===== config.mk =====
export PLATFORM = sky130hd
export DESIGN_NAME = pc_sequencer
export DESIGN_NICKNAME = d
export VERILOG_FILES = /design/src/rtl/pcseq_pkg.sv /design/src/rtl/pcseq_cond.sv /design/src/rtl/pcseq_target.sv /design/src/rtl/pcseq_state.sv /design/src/rtl/pc_sequencer.sv
export SDC_FILE = /design/constraint.sdc
export NUM_CORES = 1
export LEC_CHECK = 0
export ABC_AREA = 0
export BUFFER_PORTS_ARGS = -buffer_cell sky130_fd_sc_hd__buf_2
export CAP_MARGIN = 40
export CORE_MARGIN = 2
export CORE_UTILIZATION = 43
export DETAILED_ROUTE_END_ITERATION = 12
export PLACE_DENSITY = 0.67
export SETUP_SLACK_MARGIN = 0.05
export SLEW_MARGIN = 20
export SYNTH_ARGS = -nofsm -noshare
export SYNTH_HDL_FRONTEND = slang
export SYNTH_HIERARCHICAL = 1
export SYNTH_SLANG_ARGS = --single-unit

===== constraint.sdc =====
create_clock -name clk -period 3.7 [get_ports clk]
set_input_delay 0.185 -clock clk [delete_from_list [all_inputs] [get_ports clk]]
set_output_delay 0.185 -clock clk [all_outputs]
set_load 0.01 [all_outputs]

===== src/rtl/pcseq_pkg.sv =====
package pcseq_pkg;

    typedef enum logic [3:0] {
        FK_SEQ     = 4'd0,
        FK_JMP     = 4'd1,
        FK_CALL    = 4'd2,
        FK_BR_EQ   = 4'd4,
        FK_BR_NE   = 4'd5,
        FK_BR_LEZ  = 4'd6,
        FK_BR_GTZ  = 4'd7,
        FK_BRL_EQ  = 4'd12,
        FK_BRL_NE  = 4'd13,
        FK_BRL_LEZ = 4'd14,
        FK_BRL_GTZ = 4'd15
    } flow_kind_e;

    typedef enum logic [1:0] {
        CMP_EQ  = 2'd0,
        CMP_NE  = 2'd1,
        CMP_LEZ = 2'd2,
        CMP_GTZ = 2'd3
    } cmp_op_e;

    typedef struct packed {
        logic    is_jump;
        logic    is_link;
        logic    is_branch;
        logic    likely;
        cmp_op_e cmp;
    } flow_dec_t;

    localparam int unsigned STEP_BYTES = 4;

    function automatic flow_dec_t decode_flow(input logic [3:0] code);
        flow_dec_t d;
        d = '{is_jump: 1'b0, is_link: 1'b0, is_branch: 1'b0,
              likely: 1'b0, cmp: CMP_EQ};
        case (code)
            FK_JMP:  d.is_jump = 1'b1;
            FK_CALL: begin
                d.is_jump = 1'b1;
                d.is_link = 1'b1;
            end
            FK_BR_EQ, FK_BR_NE, FK_BR_LEZ, FK_BR_GTZ,
            FK_BRL_EQ, FK_BRL_NE, FK_BRL_LEZ, FK_BRL_GTZ: begin
                d.is_branch = 1'b1;
                d.likely    = code[3];
                d.cmp       = cmp_op_e'(code[1:0]);
            end
            default: ;
        endcase
        return d;
    endfunction

endpackage


===== src/rtl/pcseq_cond.sv =====
module pcseq_cond
    import pcseq_pkg::*;
#(
    parameter int unsigned DATA_W = 32
) (
    input  cmp_op_e           op,
    input  logic [DATA_W-1:0] opa,
    input  logic [DATA_W-1:0] opb,
    output logic              hit
);
    logic same;
    logic neg;
    logic zero;

    assign same = (opa == opb);
    assign neg  = opa[DATA_W-1];
    assign zero = (opa == '0);

    always_comb begin
        case (op)
            CMP_EQ:  hit = same;
            CMP_NE:  hit = !same;
            CMP_LEZ: hit = neg || zero;
            CMP_GTZ: hit = !neg && !zero;
            default: hit = 1'b0;
        endcase
    end
endmodule


===== src/rtl/pcseq_target.sv =====
module pcseq_target
    import pcseq_pkg::*;
#(
    parameter int unsigned ADDR_W = 32,
    parameter int unsigned JIDX_W = 26,
    parameter int unsigned DISP_W = 16
) (
    input  logic [ADDR_W-1:0] pc,
    input  logic [ADDR_W-1:0] npc,
    input  logic [JIDX_W-1:0] jidx,
    input  logic [DISP_W-1:0] disp,
    output logic [ADDR_W-1:0] jump_tgt,
    output logic [ADDR_W-1:0] br_tgt,
    output logic [ADDR_W-1:0] seq_next,
    output logic [ADDR_W-1:0] skip_pc,
    output logic [ADDR_W-1:0] skip_npc,
    output logic [ADDR_W-1:0] ret_addr
);
    localparam int unsigned RGN_W = ADDR_W - JIDX_W - 2;
    localparam int unsigned EXT_W = ADDR_W - DISP_W - 2;
    localparam logic [ADDR_W-1:0] ONE_STEP = ADDR_W'(STEP_BYTES);
    localparam logic [ADDR_W-1:0] TWO_STEP = ADDR_W'(2 * STEP_BYTES);

    logic [ADDR_W-1:0] disp_bytes;
    logic [ADDR_W-1:0] pc_plus1;

    generate
        if (RGN_W > 0) begin : g_region
            assign jump_tgt = {pc[ADDR_W-1 -: RGN_W], jidx, 2'b00};
        end else begin : g_flat
            assign jump_tgt = {jidx[ADDR_W-3:0], 2'b00};
        end
        if (EXT_W > 0) begin : g_sext
            assign disp_bytes = {{EXT_W{disp[DISP_W-1]}}, disp, 2'b00};
        end else begin : g_nosext
            assign disp_bytes = {disp[ADDR_W-3:0], 2'b00};
        end
    endgenerate

    assign pc_plus1 = pc + ONE_STEP;
    assign br_tgt   = pc_plus1 + disp_bytes;
    assign seq_next = npc + ONE_STEP;
    assign skip_pc  = npc + ONE_STEP;
    assign skip_npc = npc + TWO_STEP;
    assign ret_addr = pc + TWO_STEP;
endmodule


===== src/rtl/pcseq_state.sv =====
module pcseq_state #(
    parameter int unsigned       ADDR_W    = 32,
    parameter logic [ADDR_W-1:0] RESET_VEC = '0
) (
    input  logic              clk,
    input  logic              rst,
    input  logic              load,
    input  logic [ADDR_W-1:0] pc_d,
    input  logic [ADDR_W-1:0] npc_d,
    input  logic              dslot_d,
    output logic [ADDR_W-1:0] pc_q,
    output logic [ADDR_W-1:0] npc_q,
    output logic              dslot_q
);
    localparam logic [ADDR_W-1:0] RESET_NEXT = RESET_VEC + ADDR_W'(4);

    always_ff @(posedge clk) begin
        if (rst) begin
            pc_q    <= RESET_VEC;
            npc_q   <= RESET_NEXT;
            dslot_q <= 1'b0;
        end else if (load) begin
            pc_q    <= pc_d;
            npc_q   <= npc_d;
            dslot_q <= dslot_d;
        end
    end
endmodule


===== src/rtl/pc_sequencer.sv =====
module pc_sequencer
    import pcseq_pkg::*;
#(
    parameter int unsigned       ADDR_W    = 32,
    parameter int unsigned       JIDX_W    = 26,
    parameter int unsigned       DISP_W    = 16,
    parameter int unsigned       REGIDX_W  = 5,
    parameter int unsigned       LINK_REG  = 31,
    parameter logic [ADDR_W-1:0] RESET_VEC = 32'hBFC0_0000
) (
    input  logic                clk,
    input  logic                rst,
    input  logic                step_i,
    input  logic [3:0]          kind_i,
    input  logic [JIDX_W-1:0]   jidx_i,
    input  logic [DISP_W-1:0]   disp_i,
    input  logic [ADDR_W-1:0]   opa_i,
    input  logic [ADDR_W-1:0]   opb_i,
    output logic [ADDR_W-1:0]   pc_o,
    output logic [ADDR_W-1:0]   npc_o,
    output logic                dslot_o,
    output logic                cancel_o,
    output logic                link_we_o,
    output logic [REGIDX_W-1:0] link_idx_o,
    output logic [ADDR_W-1:0]   link_data_o
);
    flow_dec_t         dec;
    logic              cond_hit;
    logic              redirect;
    logic              skip;
    logic [ADDR_W-1:0] jump_tgt;
    logic [ADDR_W-1:0] br_tgt;
    logic [ADDR_W-1:0] seq_next;
    logic [ADDR_W-1:0] skip_pc;
    logic [ADDR_W-1:0] skip_npc;
    logic [ADDR_W-1:0] ret_addr;
    logic [ADDR_W-1:0] pc_d;
    logic [ADDR_W-1:0] npc_d;

    assign dec = decode_flow(kind_i);

    pcseq_cond #(.DATA_W(ADDR_W)) u_cond (
        .op  (dec.cmp),
        .opa (opa_i),
        .opb (opb_i),
        .hit (cond_hit)
    );

    pcseq_target #(.ADDR_W(ADDR_W), .JIDX_W(JIDX_W), .DISP_W(DISP_W)) u_target (
        .pc       (pc_o),
        .npc      (npc_o),
        .jidx     (jidx_i),
        .disp     (disp_i),
        .jump_tgt (jump_tgt),
        .br_tgt   (br_tgt),
        .seq_next (seq_next),
        .skip_pc  (skip_pc),
        .skip_npc (skip_npc),
        .ret_addr (ret_addr)
    );

    // A taken transfer keeps the delay slot and redirects the slot after it;
    // an untaken likely branch steps over the delay slot.
    assign redirect = dec.is_jump || (dec.is_branch && cond_hit);
    assign skip     = dec.is_branch && dec.likely && !cond_hit;

    always_comb begin
        pc_d  = npc_o;
        npc_d = seq_next;
        if (dec.is_jump) begin
            npc_d = jump_tgt;
        end else if (dec.is_branch && cond_hit) begin
            npc_d = br_tgt;
        end else if (skip) begin
            pc_d  = skip_pc;
            npc_d = skip_npc;
        end
    end

    pcseq_state #(.ADDR_W(ADDR_W), .RESET_VEC(RESET_VEC)) u_state (
        .clk     (clk),
        .rst     (rst),
        .load    (step_i),
        .pc_d    (pc_d),
        .npc_d   (npc_d),
        .dslot_d (redirect),
        .pc_q    (pc_o),
        .npc_q   (npc_o),
        .dslot_q (dslot_o)
    );

    assign cancel_o    = step_i && skip;
    assign link_we_o   = step_i && dec.is_link;
    assign link_idx_o  = REGIDX_W'(LINK_REG);
    assign link_data_o = ret_addr;
endmodule


# Word-level counts from Yosys, hierarchy flattened
# Cells that the tools add are included.
[totals] ff_bits=65 latch_bits=0 mem_bits_rw=0 rom_bits=0 wordCells=48 mem_count=0
[op_classes] n_addsub=5 multipliers=0 n_div=0 order_cmp=0 n_eq_ne=14 shift=0 mux=10 bitwise=0 n_reduce_logical=16
[ops] cell="32-bit two-way mux" n=6
[ops] cell="32-bit by 3-bit adder with 32-bit output (second input constant)" n=2
[ops] cell="32-bit by 4-bit adder with 32-bit output (second input constant)" n=2
[ops] cell="32-bit adder" n=1
[ops] cell="32-bit equality test" n=1
[ops] cell="32-bit logical NOT" n=1
[ops] cell="4-bit by 3-bit equality test with 1-bit output (second input constant)" n=4
[ops] cell="4-bit equality test (second input constant)" n=4
[ops] cell="8-bit OR reduction" n=1
[ops] cell="1-bit logical AND" n=6
[ops] cell="2-bit equality test (second input constant)" n=2
[ops] cell="4-bit by 1-bit equality test with 1-bit output (second input constant)" n=1
[ops] cell="4-bit by 2-bit equality test with 1-bit output (second input constant)" n=1
[ops] cell="1-bit logical NOT" n=4
[ops] cell="4-bit two-way mux" n=1
[ops] cell="1-bit case mux with 4 select lines" n=1
[ops] cell="2-bit by 1-bit equality test with 1-bit output (second input constant)" n=1
[ops] cell="2-bit logical NOT" n=1
[ops] cell="1-bit logical OR" n=2
[ops] cell="1-bit two-way mux" n=2
[ops] cell="2-bit OR reduction" n=1

# Logic depth before layout (Yosys ltp)
# Gate-level depths: netlist (run 1).
[logic_depth] ltp_word=10 depth_mapped=15

# Cells and area by module
# The synthesis (run 1) kept the hierarchy.
[by_module_without_submodules] module="pcseq_target" instances=1 cells_per_inst=576 area_per_inst_um2=4085.2 seq_area_each_um2=0.0
[by_module_without_submodules] module="pcseq_state" instances=1 cells_per_inst=211 area_per_inst_um2=2329.7 seq_area_each_um2=1301.2
[by_module_without_submodules] module="pc_sequencer" instances=1 cells_per_inst=277 area_per_inst_um2=2312.2 seq_area_each_um2=0.0
[by_module_without_submodules] module="pcseq_cond" instances=1 cells_per_inst=60 area_per_inst_um2=460.4 seq_area_each_um2=0.0

# Worst setup path after synthesis (run 1)
# Ideal clock, no wire load.
[synth_timing] kind="input to register" from="input port kind_i[2]" to="register u_state.pc_q[22]" setup_time_ns=0.120 arrival_ns=2.918 required_time_ns=3.580 setup_slack_ns=0.662 stages=12 path_buffers=5 path_cell_list="buf_4 > buf_6 > clkbuf_1 > and2_1 > or3_1 > or3b_1 > a221oi_2 > buf_2 > nand3b_4 > buf_2 > mux2_1 > a211o_1"
[synth_rtl] item="start: declaration" line_no="pc_sequencer.sv:14" text="input logic [3:0] kind_i,"
[synth_rtl] item="end signal: assignment" line_no="pcseq_state.sv:23" text="pc_q <= pc_d;"
[synth_rtl] item="end: declaration" line_no="pcseq_state.sv:11" text="output logic [ADDR_W-1:0] pc_q,"

# Final worst setup path (run 1)
[layout_timing] from="register u_state.pc_q[7]" to="register u_state.npc_q[26]"
[layout_between] elab_chain_cells=4
[layout_lines] item="32-bit by 3-bit adder with 32-bit output" line_no="pcseq_target.sv:40" text="assign pc_plus1 = pc + ONE_STEP;"
[layout_lines] item="32-bit adder" line_no="pcseq_target.sv:41" text="assign br_tgt = pc_plus1 + disp_bytes;"
[layout_lines] item="net br_tgt[26]" line_no="pc_sequencer.sv:32" text="logic [ADDR_W-1:0] br_tgt;"
[layout_lines] item="32-bit two-way mux" line_no="pc_sequencer.sv:72" text="end else if (dec.is_branch && cond_hit) begin"
[layout_lines] item="32-bit two-way mux" line_no="pc_sequencer.sv:70" text="if (dec.is_jump) begin"
[layout_lines] item="net npc_d[26]" line_no="pc_sequencer.sv:38" text="logic [ADDR_W-1:0] npc_d;"
[layout_lines] item="end signal: assignment" line_no="pcseq_state.sv:24" text="npc_q <= npc_d;"
[layout_lines] item="end: declaration" line_no="pcseq_state.sv:12" text="output logic [ADDR_W-1:0] npc_q,"
# The timed path passes the listed nets, and every way through them passes these cells.
# A chain may end at the register's enable or synchronous reset.

==> out/metrics.csv, run 1 <==
metric,value,unit
status,"finished, final reports clean",
post-detail-place hpwl,21600,um
overflow left after global routing,0,
class of the most critical setup path,flop to flop,
Worst Skew,0.00611,ns
Residual DRC,0,
final WL,29100,um
clk_lat worst skew,0.35,ns
worst vdd ir,0.000237,V
FF-to-FF path depth,11,
RSZ-0062 raised after global routing,false,
area delta synth->final,10.0,%
Total Neg Setup Slack,0,ns
cell area power density,295,mW/mm^2
fmax,301,MHz
Via density,5.75,
crit path DAT,3.56,ns
Post-CTS Setup Repair Bufs,0,
fin. max-slew vios,0,
CP max FO,7,
ys flop type,dfxtp_1,
Initial Util,0.437,
Die Width,150,um
final period utilization,0.898,
I/O Buffers,211,
Filler Cell Count,2081,
Least-Margin Pin Slew,0.791,ns
worst r2r src,u_state/pc_q[7],
CTS max path bufs,2,
area share of fa/ha/maj cells after synthesis,0.0839,
Ys Warns,6,
synthesized area,0.00919,mm^2
worst hold margin,0.235,ns
starting DRC count in detailed routing,699,
sequential fraction of the synthesis area,0.142,
CTS HTree Levels,3,
Hold/Removal Path Class,input pin to flop,
cell count after synthesis,1124,
CTS tree,done,
clock-pin slew on the worst setup and hold paths,0.06,ns
"EDFF count, synth",0,
Final min period,3.32,ns
global placer's final weighted congestion,0.939,
# rows,53,
main combinational cell family by area after synthesis,simple AND/OR/NAND/NOR gates,
post-synthesis register bit count,65,
xor-xnor portion of the synthesized cell area,0.135,
PnR Total Power,2.98,mW
Core ar.,0.0210,mm^2
max cap viols,0,
Inserted Clock Buffers,9,
Fin. Hold Viols,0,
multi-input logic area,0.00686,mm^2
initial antenna violation count,0,
Post-CTS Hold Buffers,0,
CP Capture Type,flop,
Crit. Startpoint,u_state/pc_q[7],
nets,1396,
flop-to-flop setup slack,0.38,ns
LEAKAGE,4.51,nW
Root Buffer,clkbuf_16,
Compound-Gate Fraction of Synth Area,0.193,
async set-or-reset flop fraction in the synthesized netlist,0,
routed len/inst,19.4,um
Syn Area/Cell,8.17,um^2
1st-pass router iterations,6,
final setup fails,0,
CTS Sinks,65,
first-pass GRT wire length,44700,um
Die Y,150,um
Die ar.,0.0226,mm^2
GRT Total Usage,0.255,
Slew HR,0.473,
Reg area,0.00130,mm^2
via count,8630,
"Data required, critical path",3.94,ns
Routed Antenna Nets,0,
mux share of post-synthesis cell area,0.0893,
startpoint types,flop,
I/O pin total,217,
simple-gate area share of the yosys netlist,0.241,
reg2reg end,u_state/npc_q[26],
largest net degree at the start of global routing,69,
capture point of the critical path,u_state/npc_q[26],
vias in the first global route,8083,
count of cell types in the netlist,70,
cts repair resizes,0,
# diodes,0,
share of cells above drive strength 1,0.253,
-- registers in the layout, indices dropped and copies added (netlist names) --
signal	flops
u_state/pc_q	32
u_state/npc_q	32
u_state/dslot_q	1
-- cell usage in the layout, fill, tap and decap left out, types with 5 or more instances in the layout --
| cell | count |
|---|---|
| xnor2_1 | 85 |
| a21oi_1 | 69 |
| and2_1 | 8 |
| and3_1 | 16 |
| nand3_1 | 73 |
| a211o_1 | 20 |
| nor2_1 | 82 |
| buf_2 | 210 |
| or2_1 | 22 |
| mux2_1 | 32 |
| clkbuf_16 | 9 |
| conb_1 | 7 |
| o31ai_4 | 29 |
| inv_1 | 12 |
| o22ai_1 | 32 |
| nor4_1 | 15 |
| nor3_1 | 6 |
| nand2_1 | 64 |
| mux2i_1 | 46 |
| dfxtp_1 | 65 |
| nand3b_1 | 32 |
| xor2_1 | 55 |
| or2_2 | 12 |
| nor2b_1 | 27 |
| o21ai_0 | 14 |
| o31ai_1 | 5 |
| and4_1 | 6 |
| ha_1 | 60 |
| nand4_1 | 19 |
| a21o_1 | 7 |
| buf_4 | 18 |
-- worst max-delay path, stage by stage (launching register included) --
cell       delay, ns
dfxtp_1         0.50
ha_1            0.30
ha_1            0.38
a21oi_2         0.21
nand2_1         0.12
o2111ai_1       0.27
nand3_1         0.25
o31ai_1         0.38
xnor2_1         0.17
o22ai_1         0.26
o31ai_4         0.07
a211o_1         0.30
-- through the flow --
stage           util  cells  setup slack [ns]  cell area (um^2)
3_3_place_gp   0.463   1484             0.396              9740
5_1_grt        0.481   1501             0.223             10100
2_1_floorplan      -   1129             0.662              9210
4_1_cts        0.481   1501             0.396             10100
3_5_place_dp   0.466   1486             0.324              9790
6_report       0.481   1501             0.377             10100
-- cells in the mapped netlist, types with 16 or more instances --
cell type / count / share of area
a211o_1: 20 / 0.019
a21oi_1: 69 / 0.038
and3_1: 16 / 0.011
buf_2: 24 / 0.013
buf_4: 85 / 0.069
clkbuf_1: 23 / 0.0094
dfxtp_1: 65 / 0.14
ha_1: 60 / 0.082
mux2_1: 32 / 0.039
mux2i_1: 46 / 0.050
nand2_1: 64 / 0.026
nand3_1: 73 / 0.040
nand3b_1: 32 / 0.026
nand4_1: 19 / 0.013
nor2_1: 82 / 0.034
nor2b_1: 27 / 0.018
o22ai_1: 32 / 0.022
o31ai_4: 29 / 0.067
or2_1: 22 / 0.015
xnor2_1: 85 / 0.081
xor2_1: 55 / 0.052
-- cells by family after synthesis --
| kind of cell | count (synthesis) |
|---|---|
| other | 2 |
| adders and majority gates | 61 |
| xor gates and xnor gates | 141 |
| AOI/OAI and AO/OA | 210 |
| muxes | 78 |
| DFF | 65 |
| and+or+nand+nor | 407 |
| buffers and inverters | 160 |
-- metal layers --
| layer | global-route usage | wire length (um) |
|---|---|---|
| met3 | 0.0348 | 2180 |
| met1 | 0.339 | 12600 |
| met5 | 0 | 0 |
| met2 | 0.427 | 13600 |
| met4 | 0.0788 | 722 |
-- power by group --
| part | leakage, nW | switching (mW) | total [mW] | internal [mW] |
|---|---|---|---|---|
| Clock | 0.158 | 0.350 | 0.941 | 0.591 |
| Sequential | 0.533 | 0.0989 | 0.847 | 0.748 |
| Combinational | 3.81 | 0.666 | 1.19 | 0.526 |
| Total | 4.51 | 1.11 | 2.98 | 1.87 |
-- how the worst min path moves through the flow --
stage,endpoint,from,cells after the start
4_1_cts,u_state/npc_q[22],jidx_i[20],4
5_1_grt,u_state/npc_q[22],jidx_i[20],4
3_5_place_dp,u_state/dslot_q,u_state/dslot_q,2
3_3_place_gp,u_state/dslot_q,u_state/dslot_q,2
6_report,u_state/npc_q[22],jidx_i[20],4
2_1_floorplan,link_we_o,kind_i[0],1
-- cell type report --
cell class,count,area share
Clock buffer,13,0.0277
Sequential cell,65,0.129
Inverter,12,0.00446
Multi-Input combinational cell,904,0.679
Timing Repair Buffer,230,0.123
Clock inverter,2,0.00347
Tap cell,275,0.0340
(Power assumes the default switching activity.)
==> run 2: changes to the inputs <==
- GPL_ROUTABILITY_DRIVEN: default -> 0
- PLACE_DENSITY: 0.67 -> 0.74
==> run 2 against run 1 <==
Compared with the run above:
- flip-flop and latch count unchanged
- worst hold slack lost 0.014 ns
- worst setup slack worse by 0.058 ns
- register-to-register slack lost 0.06 ns
- highest routed layer unchanged
- clock skew is 0.0073 ns higher
==> out/metrics.csv, run 2 (synthesis results as in run 1) <==
metric,value,unit
Least-Margin Pin Slew,0.767,ns
Worst Skew,0.0134,ns
CP Buf/Inv Count,0,
nets,1399,
Fin. Hold Viols,0,
fmax,296,MHz
Total Neg Setup Slack,0,ns
post-detail-place hpwl,21600,um
Slew HR,0.489,
via count,8791,
final period utilization,0.914,
RSZ-0062 raised after global routing,false,
largest net degree at the start of global routing,69,
CP Capture Type,flop,
crit path DAT,3.62,ns
worst hold margin,0.221,ns
Area after DPL,0.00981,mm^2
starting DRC count in detailed routing,836,
Root Buffer,clkbuf_16,
max cap viols,0,
# rows,53,
final WL,29300,um
CTS max path bufs,2,
vias in the first global route,8173,
share of cells above drive strength 1,0.254,
family with the most delay on the worst path,compound AO/OA/AOI/OAI gates,
final setup fails,0,
startpoint types,flop,
cell area power density,297,mW/mm^2
"slowest stage cell, crit path",dfxtp_1,
Final Worst Setup Slack,0.319,ns
CP max FO,7,
fin. max-slew vios,0,
Core ar.,0.0210,mm^2
status,"finished, final reports clean",
overflow left after global routing,0,
initial antenna violation count,0,
GRT Total Usage,0.250,
Filler Cell Count,2026,
Inserted Clock Buffers,9,
post-place setup slack,0.438,ns
CTS Sinks,65,
routed len/inst,19.4,um
CTS HTree Levels,3,
crit-path cells,ha_1 -> ha_1 -> o21a_1 -> a41oi_1 -> a31o_2 -> a21oi_1 -> a41oi_1 -> xnor2_1 -> o22ai_1 -> o31ai_4 -> a211o_1,
Post-CTS Setup Repair Bufs,0,
cts repair resizes,0,
"Data required, critical path",3.94,ns
dpl cells,1489,
LEAKAGE,4.52,nW
Residual DRC,0,
1st-pass router iterations,5,
"most common cell after layout, fill and taps aside",buf_2,
# diodes,0,
Via density,5.84,
I/O Buffers,211,
Die Width,150,um
Post-CTS Hold Buffers,0,
Initial Util,0.437,
I/O pin total,217,
Die ar.,0.0226,mm^2
first-pass GRT wire length,44300,um
Routed Antenna Nets,0,
final instance area,0.0101,mm^2
Final min period,3.38,ns
clk_lat worst skew,0.35,ns
Hold/Removal Path Class,input pin to flop,
clock-pin slew on the worst setup and hold paths,0.07,ns
Die Y,150,um
class of the most critical setup path,flop to flop,
PnR Total Power,3.01,mW
Layout Cells excl Fill,1505,
biggest regs,"u_state/npc_q x32, u_state/pc_q x32, u_state/dslot_q x1",
area delta synth->final,10.3,%
CTS tree,done,
fin util,0.482,
crit-path max cell delay,0.48,ns
worst vdd ir,0.000239,V
most frequent cells in the layout,"210 x buf_2, 85 x xnor2_1, 82 x nor2_1",
[run 2: cell types whose count changed in the layout (fill, tap and decap cells not counted)]
| cell | change |
|---|---|
| buf_12 | +3 |
| bufinv_16 | +1 |
| buf_4 | +2 |
| clkbuf_1 | +1 |
| clkinv_4 | +1 |
| clkbuf_8 | -3 |
| clkinv_2 | +1 |
| buf_16 | -2 |
[run 2: final cells by class]
class                      instances  area [um^2]  area share
multi-input combinational        904         6860       0.677
sequential                        65         1300       0.128
timing repair buffer             233         1260       0.124
inverter                          12         45.0     0.00444
tap                              275          344      0.0339
clock buffer                      11          243      0.0239
clock inverter                     5         78.8     0.00778
[run 2: path summary, 6_finish.rpt]
check | from | endpoint | slack [ns] | depth (start not counted)
min reg2reg | u_state/dslot_q | u_state/dslot_q | 0.50 | 2
max reg2reg | u_state/pc_q[9] | u_state/npc_q[25] | 0.32 | 11
max | u_state/pc_q[9] | u_state/npc_q[25] | 0.32 | 11
min | rst | u_state/npc_q[1] | 0.22 | 2
[run 2: power by group]
group	total [mW]	switching [mW]	internal, mW
combinational	1.20	0.670	0.527
sequential	0.846	0.0980	0.748
clock	0.972	0.363	0.608
total	3.01	1.13	1.88
[run 2: layer usage]
layer  global-route usage  share of wire  vias to the layer above
met4               0.0995          0.033                        0
met1                0.322           0.42                     4171
li1                     -              -                     4147
met2                0.423           0.47                      408
met5                    0              0                        -
met3               0.0318          0.073                       65
==> run 3: changes to the inputs <==
- CORE_MARGIN: 2 -> 1.5
- CORE_UTILIZATION: 43 -> 48
- PLACE_DENSITY: 0.74 -> 0.81
==> run 3 against run 2 <==
Compared with the run above:
- cell area is 1.3% lower
- die area fell by 11%
- clock-buffer cell count rose by 3
- global-route usage is 2.2 points higher
- routed wire length shrank 3.8%
- cell count fell by 3.2%
- flip-flop and latch count unchanged
- non-clock buffer count is 7 lower
- via count fell by 0.14%
- sequential power is essentially flat
- core utilization is 5.1 points higher
- clock power fell by 5.7%
- highest routed layer unchanged
==> out/metrics.csv, run 3 (synthesis results as in run 1) <==
metric,value,unit
status,"finished, final reports clean",
fin. max-slew vios,0,
Slew HR,0.480,
CTS Sinks,65,
Min-Delay Startpoint,jidx_i[20],
1st-pass router iterations,5,
via count,8779,
Inserted Clock Buffers,9,
share of cells above drive strength 1,0.249,
vias in the first global route,8119,
Hold/Removal Path Class,input pin to flop,
crit path DAT,3.53,ns
biggest regs,"u_state/npc_q x32, u_state/pc_q x32, u_state/dslot_q x1",
Via density,6.03,
Least-Margin Pin Slew,0.777,ns
# rows,50,
Die Y,141,um
RSZ-0062 raised after global routing,false,
Area after DPL,0.00970,mm^2
Die ar.,0.0200,mm^2
reg2reg end,u_state/npc_q[25],
worst vdd ir,0.000225,V
clock-pin slew on the worst setup and hold paths,0.06,ns
startpoint types,flop,
final setup fails,0,
class of the most critical setup path,flop to flop,
most frequent cells in the layout,"210 x buf_2, 85 x xnor2_1, 82 x nor2_1",
overflow left after global routing,0,
Routed Antenna Nets,0,
Residual DRC,0,
final period utilization,0.895,
GRT Total Usage,0.272,
I/O Buffers,211,
Initial Util,0.490,
switch share,0.373,
Die Width,141,um
Core ar.,0.0188,mm^2
final WL,28100,um
Filler Cell Count,1718,
Flop pwr share,0.288,
CTS tree,done,
cts repair resizes,0,
CP max FO,7,
"most common cell after layout, fill and taps aside",buf_2,
max cap viols,0,
Post-CTS Hold Buffers,0,
routed len/inst,19.3,um
Total Neg Setup Slack,0,ns
CP Capture Type,flop,
CTS max path bufs,2,
initial antenna violation count,0,
post-detail-place hpwl,20800,um
combinational power share,0.400,
Hold EP,u_state/npc_q[22],
multi-input logic area,0.00686,mm^2
CTS HTree Levels,3,
WHS Path Cells,4,
nets,1392,
crit-path max cell delay,0.47,ns
fmax,302,MHz
I/O pin total,217,
worst r2r src,u_state/pc_q[9],
Reg area,0.00130,mm^2
Internal Power,1.85,mW
Psw,1.10,mW
cell area power density,294,mW/mm^2
Fin. Hold Viols,0,
clk_lat worst skew,0.34,ns
Final min period,3.31,ns
crit-path cells,ha_1 -> ha_1 -> o21a_1 -> a41oi_1 -> a31o_2 -> a21oi_1 -> a41oi_1 -> xnor2_1 -> o22ai_1 -> o31ai_4 -> a211o_1,
"Data required, critical path",3.92,ns
final instance area,0.0100,mm^2
first-pass GRT wire length,43200,um
area delta synth->final,8.92,%
Worst Skew,0.00577,ns
# diodes,0,
Root Buffer,clkbuf_16,
Clock power frac,0.312,
Post-CTS Setup Repair Bufs,0,
flop-to-flop setup slack,0.39,ns
FF-to-FF path depth,11,
LEAKAGE,4.48,nW
"slowest stage cell, crit path",dfxtp_1,
largest net degree at the start of global routing,69,
PnR Total Power,2.94,mW
starting DRC count in detailed routing,847,
==> run 3: cell type report <==
type / instances / share of cell area
well taps: 234 / 0.0293
inverters: 12 / 0.00450
repair buffers: 226 / 0.120
multi-input cells: 904 / 0.686
clock inverters: 2 / 0.00350
clock buffers: 14 / 0.0274
flip-flops and latches: 65 / 0.130
==> run 3: metrics by stage <==
stage	hold WS (ns)	std cells	utilization	worst slack, ns
final	0.227	1457	0.533	0.388
after global routing	0.247	1457	0.533	0.188
after CTS	0.229	1457	0.533	0.457
after detailed placement	0.514	1441	0.517	0.251
after global placement	0.507	1439	0.515	0.337
after floorplan	0.418	1129	-	0.662
==> run 3: power groups by stage <==
stage	Sequential (mW)	Combinational [mW]	Clock [mW]
6_report	0.849	1.18	0.917
5_1_grt	0.859	1.27	0.943
4_1_cts	0.847	1.16	0.922
3_5_place_dp	0.861	1.15	0
3_3_place_gp	0.859	1.12	0
2_1_floorplan	0.852	0.900	0
==> run 3: worst max-delay path: cells and delay by family, from the launching register on <==
kind	cells	cell delay [ns]
DFF	1	0.47
adders and majority gates	2	0.71
xor gates and xnor gates	1	0.19
AOI/OAI and AO/OA	8	1.81
==> run 3: worst max path at each step <==
| stage | end | startpoint | cells after the start |
|---|---|---|---|
| after floorplan | u_state/pc_q[22] | kind_i[2] | 12 |
| after global placement | u_state/npc_q[29] | opa_i[1] | 11 |
| after detailed placement | u_state/npc_q[22] | opa_i[1] | 11 |
| after CTS | u_state/npc_q[25] | u_state/pc_q[9] | 11 |
| after global routing | u_state/npc_q[25] | u_state/pc_q[9] | 11 |
| final | u_state/npc_q[25] | u_state/pc_q[9] | 11 |
==> run 3: per-layer routing <==
metal,share of wire,global-route usage,vias to the layer above
met3,0.075,0.0334,61
met2,0.48,0.469,457
li1,-,-,4116
met1,0.41,0.345,4145
met5,0,0,-
met4,0.034,0.106,0
